## src/rtl/pw_cmd_tx_pkg.sv

```systemverilog
package pw_cmd_tx_pkg;

   typedef enum logic [2:0] {
      ST_IDLE   = 3'd0,
      ST_LEAD   = 3'd1,
      ST_CELL   = 3'd2,
      ST_REQ_LO = 3'd3,
      ST_REQ_HI = 3'd4
   } tx_state_e;

   function automatic int unsigned max_of2(input int unsigned a, input int unsigned b);
      return (a > b) ? a : b;
   endfunction

endpackage

```

## src/rtl/pw_cmd_wave.sv

```systemverilog
module pw_cmd_wave #(
   parameter int unsigned CNT_W    = 5,
   parameter int unsigned HEAD_CYC = 2,
   parameter int unsigned DATA_AT  = 5,
   parameter int unsigned FLAG_AT  = 10,
   parameter int unsigned CELL_CYC = 16
) (
   input  logic [CNT_W-1:0] phase_i,
   input  logic             bit_i,
   input  logic             last_i,
   output logic             level_o
);

   localparam int unsigned FLAG_START = (DATA_AT + FLAG_AT + 1) / 2;

   if (HEAD_CYC < 1 || HEAD_CYC > DATA_AT) begin : g_bad_head
      $error("pw_cmd_wave: head width must lie in 1..DATA_AT");
   end
   if (FLAG_START <= DATA_AT || FLAG_START > FLAG_AT) begin : g_bad_flag
      $error("pw_cmd_wave: sample points too close");
   end
   if (CELL_CYC <= FLAG_AT + 1) begin : g_bad_cell
      $error("pw_cmd_wave: cell leaves no low gap after the flag");
   end

   always_comb begin
      if (phase_i < CNT_W'(HEAD_CYC)) begin
         level_o = 1'b1;
      end else if (phase_i < CNT_W'(FLAG_START)) begin
         level_o = bit_i;
      end else begin
         level_o = last_i;
      end
   end

endmodule

```

## src/rtl/pw_cmd_shifter.sv

```systemverilog
module pw_cmd_shifter #(
   parameter int unsigned WORD_W = 16
) (
   input  logic              clk,
   input  logic              rst_n,
   input  logic              capture_i,
   input  logic              advance_i,
   input  logic              type_i,
   input  logic [WORD_W-1:0] word_i,
   output logic              bit_o
);

   localparam int unsigned NCELLS = WORD_W + 2;

   logic [NCELLS-1:0] frame;
   logic [NCELLS-1:0] sh_q;

   assign frame[NCELLS-1] = type_i;
   assign frame[0]        = 1'b1;
   for (genvar k = 0; k < WORD_W; k++) begin : g_frame
      assign frame[k+1] = word_i[k];
   end

   always_ff @(posedge clk or negedge rst_n) begin
      if (!rst_n) begin
         sh_q <= '0;
      end else if (capture_i) begin
         sh_q <= frame;
      end else if (advance_i) begin
         sh_q <= {sh_q[NCELLS-2:0], 1'b0};
      end
   end

   assign bit_o = sh_q[NCELLS-1];

endmodule

```

## src/rtl/pw_cmd_tx.sv

```systemverilog
module pw_cmd_tx
   import pw_cmd_tx_pkg::*;
#(
   parameter int unsigned WORD_W       = 16,
   parameter int unsigned LEAD_CYC     = 4,
   parameter int unsigned HEAD_CYC     = 2,
   parameter int unsigned DATA_AT      = 5,
   parameter int unsigned FLAG_AT      = 10,
   parameter int unsigned CELL_CYC     = 16,
   parameter int unsigned REQ_LOW_CYC  = 5,
   parameter int unsigned REQ_HIGH_CYC = 15
) (
   input  logic              clk,
   input  logic              rst_n,
   input  logic              load_i,
   input  logic              cmd_sel_i,
   input  logic [WORD_W-1:0] word_i,
   input  logic              dreq_i,
   output logic              line_o,
   output logic              busy_o,
   output logic              done_o
);

   localparam int unsigned NCELLS   = WORD_W + 2;
   localparam int unsigned IDX_W    = $clog2(NCELLS);
   localparam int unsigned MAX_SPAN = max_of2(max_of2(CELL_CYC, LEAD_CYC),
                                              max_of2(REQ_LOW_CYC, REQ_HIGH_CYC));
   localparam int unsigned CNT_W    = $clog2(MAX_SPAN + 1);

   if (WORD_W < 1) begin : g_bad_word
      $error("pw_cmd_tx: WORD_W must be at least 1");
   end
   if (LEAD_CYC < 1 || REQ_LOW_CYC < 1 || REQ_HIGH_CYC < 1) begin : g_bad_span
      $error("pw_cmd_tx: lead and request spans must be non-zero");
   end

   tx_state_e        state_q;
   logic [CNT_W-1:0] cnt;
   logic [IDX_W-1:0] idx_q;
   logic             done_q;
   logic             cur_bit;
   logic             final_cell;
   logic             cell_end;
   logic             capture;
   logic             cell_level;

   assign final_cell = (idx_q == IDX_W'(NCELLS - 1));
   assign cell_end   = (state_q == ST_CELL) && (cnt == CNT_W'(CELL_CYC - 1));
   assign capture    = (state_q == ST_IDLE) && load_i;

   always_ff @(posedge clk or negedge rst_n) begin
      if (!rst_n) begin
         state_q <= ST_IDLE;
         cnt     <= '0;
         idx_q   <= '0;
         done_q  <= 1'b0;
      end else begin
         done_q <= 1'b0;
         unique case (state_q)
            ST_IDLE: begin
               cnt <= '0;
               if (load_i) begin
                  state_q <= ST_LEAD;
               end else if (dreq_i) begin
                  state_q <= ST_REQ_LO;
               end
            end
            ST_LEAD: begin
               if (cnt == CNT_W'(LEAD_CYC - 1)) begin
                  state_q <= ST_CELL;
                  cnt     <= '0;
                  idx_q   <= '0;
               end else begin
                  cnt <= cnt + 1'b1;
               end
            end
            ST_CELL: begin
               if (cell_end) begin
                  cnt <= '0;
                  if (final_cell) begin
                     state_q <= ST_IDLE;
                     done_q  <= 1'b1;
                  end else begin
                     idx_q <= idx_q + 1'b1;
                  end
               end else begin
                  cnt <= cnt + 1'b1;
               end
            end
            ST_REQ_LO: begin
               if (cnt == CNT_W'(REQ_LOW_CYC - 1)) begin
                  state_q <= ST_REQ_HI;
                  cnt     <= '0;
               end else begin
                  cnt <= cnt + 1'b1;
               end
            end
            ST_REQ_HI: begin
               if (cnt == CNT_W'(REQ_HIGH_CYC - 1)) begin
                  state_q <= ST_IDLE;
                  cnt     <= '0;
                  done_q  <= 1'b1;
               end else begin
                  cnt <= cnt + 1'b1;
               end
            end
            default: state_q <= ST_IDLE;
         endcase
      end
   end

   pw_cmd_shifter #(.WORD_W(WORD_W)) shifter_i (
      .clk       (clk),
      .rst_n     (rst_n),
      .capture_i (capture),
      .advance_i (cell_end),
      .type_i    (cmd_sel_i),
      .word_i    (word_i),
      .bit_o     (cur_bit)
   );

   pw_cmd_wave #(
      .CNT_W    (CNT_W),
      .HEAD_CYC (HEAD_CYC),
      .DATA_AT  (DATA_AT),
      .FLAG_AT  (FLAG_AT),
      .CELL_CYC (CELL_CYC)
   ) wave_i (
      .phase_i (cnt),
      .bit_i   (cur_bit),
      .last_i  (final_cell),
      .level_o (cell_level)
   );

   always_comb begin
      unique case (state_q)
         ST_LEAD:   line_o = 1'b0;
         ST_CELL:   line_o = cell_level;
         ST_REQ_LO: line_o = 1'b0;
         default:   line_o = 1'b1;
      endcase
   end

   assign busy_o = (state_q != ST_IDLE);
   assign done_o = done_q;

endmodule

```

## config.mk

```make
export PLATFORM = sky130hd
export DESIGN_NAME = pw_cmd_tx
export DESIGN_NICKNAME = d
export VERILOG_FILES = /design/src/rtl/pw_cmd_tx_pkg.sv /design/src/rtl/pw_cmd_wave.sv /design/src/rtl/pw_cmd_shifter.sv /design/src/rtl/pw_cmd_tx.sv
export SDC_FILE = /design/constraint.sdc
export NUM_CORES = 1
export LEC_CHECK = 0
export BUFFER_PORTS_ARGS = -buffer_cell sky130_fd_sc_hd__buf_2
export CORE_MARGIN = 2
export CORE_UTILIZATION = 35
export CTS_BUF_LIST = sky130_fd_sc_hd__clkbuf_2
export CTS_CLUSTER_DIAMETER = 30
export DETAILED_ROUTE_END_ITERATION = 8
export GPL_TIMING_DRIVEN = 0
export MAX_ROUTING_LAYER = met4
export PLACE_DENSITY = 0.55
export SLEW_MARGIN = 10
export SYNTH_ARGS = -nofsm -noshare
export SYNTH_HDL_FRONTEND = slang
export SYNTH_SLANG_ARGS = --single-unit
```

## constraint.sdc

```tcl
create_clock -name clk -period 2.1 [get_ports clk]
set_clock_uncertainty 0.05 [all_clocks]
set_input_delay 0.105 -clock clk [delete_from_list [all_inputs] [get_ports clk]]
set_output_delay 0.105 -clock clk [all_outputs]
set_load 0.05 [all_outputs]
```

==> Implementation_results.wiki <==
{| class="wikitable"
! Metric !! Value
|-
| Number of enable flip-flop cells after synthesis || 0
|-
| Die Footprint || 0.00543 mm²
|-
| GRT Residual Overflow || 0
|-
| Commonest non-fill, non-tap cells in the layout || sky130_fd_sc_hd__nand2_1, sky130_fd_sc_hd__nor2_1, sky130_fd_sc_hd__dfrtp_1
|-
| Global-route met1 utilization || 23.7%
|-
| Sequential-to-total area share from yosys stat || 47.1%
|-
| Hold WS || 96.0 ps
|-
| Number of diodes || 0
|-
| Met2 Resource Use GR || 25.3%
|-
| Met3 usage in global routing || 4.80%
|-
| Global-route wire length before repair || 7020 µm
|-
| Detailed-router iteration count before antenna repair || 6
|-
| Synthesized cell area || 0.00170 mm²
|-
| Critical path launch point type || register
|-
| Initial cell density of the core || 36.2%
|-
| Number of core rows || 25
|-
| Fraction of final layout cells sized beyond drive strength 1 || 25.1%
|-
| Number of nets produced by synthesis || 221
|-
| Main area contributors after synthesis || sky130_fd_sc_hd__dfrtp_1, sky130_fd_sc_hd__nand2_1, sky130_fd_sc_hd__nor2_1
|-
| Maximum number of pins on one net before global-route repair || 33
|-
| Number of buffers added by the clock tree synthesis step || 5
|-
| Final WL || 4050 µm
|-
| Worst-Skew Late Latency || 370 ps
|-
| Net count, final || 274
|-
| Category of the critical setup timing path || reg2reg
|-
| Clock tree from TritonCTS || yes
|-
| Buffer levels on the longest clock path || 2
|-
| Unique cell type count in the Yosys netlist || 36
|-
| Data arrival time at the worst-slack endpoint || 2280 ps
|-
| Most common cell after layout, fill and taps aside || sky130_fd_sc_hd__nand2_1
|-
| P per Cell Area || 1010 mW/mm²
|-
| Slew Viols, Final || 0
|-
| Flip-flop and latch count after synthesis || 32
|-
| Data required time of the worst path || 2320 ps
|-
| Worst-case headroom to the max-slew limit || 52.3%
|-
| WHS Path Cells || 4
|-
| Max-cap viol count || 0
|-
| Reported net switching power || 0.839 mW
|-
| Routed wire length per instance || 13.5 µm
|-
| Run status || finished, final reports clean
|-
| Via total after detailed routing || 1503
|-
| Library cell with the largest summed area after synthesis || sky130_fd_sc_hd__dfrtp_1
|-
| Worst-Margin Slew || 716 ps
|-
| Fraction of power spent switching nets || 37.2%
|-
| Layer carrying the most global-route usage || met2
|-
| Post-route minimum period || 2050 ps
|-
| Power share of the sequential group || 46.5%
|-
| Final period util || 97.8%
|-
| Max Clock Freq || 487 MHz
|-
| Cells after Synth || 194
|-
| Worst ir drop on vdd || 401 µV
|-
| Design Area, Final || 0.00223 mm²
|-
| Number of top-level pins || 24
|-
| Via-per-instance ratio || 4.99
|-
| Number of H-tree levels || 2
|-
| Area growth from synthesis to final layout || 31.3%
|-
| Share of the synthesized area in the top cell type || 47.1%
|-
| Static power due to leakage || 1.06 nW
|-
| Int Pwr || 1.41 mW
|-
| Hold Vio Cnt, Final || 0
|-
| Avg Inst Size Synth || 8.76 µm²
|-
| Root Driver || sky130_fd_sc_hd__clkbuf_2
|-
| CORE AREA || 0.00469 mm²
|-
| HPWL after detailed placement || 2620 µm
|-
| Combinational cell fraction of total power || 41.0%
|-
| Total number of yosys warnings || 0
|-
| Share of synthesized flip-flops with an asynchronous set or reset || 100%
|-
| Initial detailed-routing violation count || 96
|-
| Num Clock Sinks || 32
|-
| Number of antenna violations at the first check in global routing || 0
|-
| Quantity of I/O buffers inserted on ports || 23
|-
| Placer congestion estimate || 0.776
|-
| Residual DRC count || 0
|-
| Unrepaired setup endpoints after global routing || yes
|-
| Placed standard-cell area || 0.00189 mm²
|-
| Part of the power in the clock network || 12.5%
|-
| Die outline width || 73.7 µm
|-
| Vias in the first global route || 1514
|-
| CP endpoint kind || register
|-
| Floorplan die height || 73.7 µm
|-
| Number of endpoints failing setup at the final stage || 0
|-
| R2R cell count || 4
|-
| Kind of path behind the tightest hold check || in2reg
|-
| Clock transition time at the flip-flop clock pins of the worst setup and hold paths || 150 ps
|-
| Global Route Usage Sum || 17.8%
|-
| Number of filler cells placed in the layout || 474
|-
| Final ANT Viol Nets || 0
|-
| Critical path fanouts, max || 8
|-
| Dominant register cell in the synthesized netlist || sky130_fd_sc_hd__dfrtp_1
|}
[per-stage QoR]
| step | power (mW) | setup WS, ps | cells | util, % | TNS, ps |
|---|---|---|---|---|---|
| floorplan | 1.63 | -8.22 | 194 | - | -8.22 |
| global placement | 1.83 | -365 | 271 | 40.2 | -5860 |
| detailed placement | 1.84 | -424 | 271 | 40.2 | -6620 |
| CTS | 2.23 | -15.6 | 301 | 46.7 | -18.6 |
| global route | 2.46 | -11.3 | 301 | 47.6 | -11.7 |
| finish | 2.25 | 45.3 | 301 | 47.6 | 0 |
[power by group through the flow]
stage / clock network [mW] / logic, mW / registers [mW]
final: 0.281 / 0.924 / 1.05
after global routing: 0.323 / 1.06 / 1.08
after CTS: 0.294 / 0.887 / 1.05
after detailed placement: 0 / 0.779 / 1.06
after global placement: 0 / 0.764 / 1.06
after floorplan: 0 / 0.617 / 1.01
[cells in the mapped netlist (3+ instances only)]
| cell | number |
|---|---|
| sky130_fd_sc_hd__o211ai_1 | 5 |
| sky130_fd_sc_hd__clkbuf_1 | 9 |
| sky130_fd_sc_hd__inv_1 | 11 |
| sky130_fd_sc_hd__and3_1 | 5 |
| sky130_fd_sc_hd__dfrtp_1 | 32 |
| sky130_fd_sc_hd__nor2b_1 | 5 |
| sky130_fd_sc_hd__a31oi_1 | 12 |
| sky130_fd_sc_hd__ha_1 | 6 |
| sky130_fd_sc_hd__o22ai_1 | 4 |
| sky130_fd_sc_hd__nand2_1 | 33 |
| sky130_fd_sc_hd__nand3_1 | 6 |
| sky130_fd_sc_hd__nor2_1 | 29 |
| sky130_fd_sc_hd__a22o_1 | 3 |
| sky130_fd_sc_hd__or3_1 | 5 |
[layout make-up]
type                    instances  area [µm²]  share of cell area [%]
repair buffers                 48         355                    15.9
flip-flops and latches         32         806                    36.1
clock buffers                   6        30.0                    1.34
clock inverters                 1        5.00                   0.224
multi-input cells             140         880                    39.4
plain buffers                   9        48.8                    2.18
well taps                      54        67.6                    3.03
inverters                      11        41.3                    1.85
[final timing paths]
| kind | slack, ps | startpoint | end |
|---|---|---|---|
| max reg2reg | 50 | cnt[3]$_DFFE_PN0P_ | idx_q[1]$_DFFE_PN0P_ |
| max in group asynchronous | 1250 | rst_n | state_q[2]$_DFFE_PN0P_ |
| min reg2reg | 460 | shifter_i.sh_q[0]$_DFFE_PN0P_ | shifter_i.sh_q[0]$_DFFE_PN0P_ |
| min in group asynchronous | 260 | rst_n | shifter_i.sh_q[4]$_DFFE_PN0P_ |
| max | 50 | cnt[3]$_DFFE_PN0P_ | idx_q[1]$_DFFE_PN0P_ |
| min | 100 | load_i | state_q[1]$_DFFE_PN0P_ |
[worst max-delay path, cell delays in order (launching register included)]
cell,delay [ps]
sky130_fd_sc_hd__dfrtp_2,480
sky130_fd_sc_hd__or4b_4,550
sky130_fd_sc_hd__or3b_4,410
sky130_fd_sc_hd__a21oi_4,160
sky130_fd_sc_hd__mux2_4,310
[kinds of logic after synthesis]
logic type                 count (synthesis)  synth area share [%]
AOI/OAI and AO/OA                         36                  14.8
adders and majority gates                  6                  4.41
buffers and inverters                     22                  5.00
DFF                                       32                  47.1
muxes                                      3                  2.13
and+or+nand+nor                           95                  26.6
[registers in the layout, indices dropped and copies added, names as in the netlist]
register / flops
done_o: 1
cnt: 5
shifter_i.sh_q: 18
state_q: 3
idx_q: 5
[metal layers]
layer,part of all wire [%],up-vias
met5,0,-
met4,2.5,0
met3,3.6,11
met2,45,27
met1,49,693
li1,-,772
[repair_timing]
action | CTS | global route
buffers inserted | 4 | 1
hold buffers | 20 | 0
pin swaps | 2 | 3
endpoints found under the hold margin | 50 | 0
endpoints found under the setup margin | 30 | 29
resized for setup | 16 | 18
Note: power is estimated with default switching activity, not from simulation.
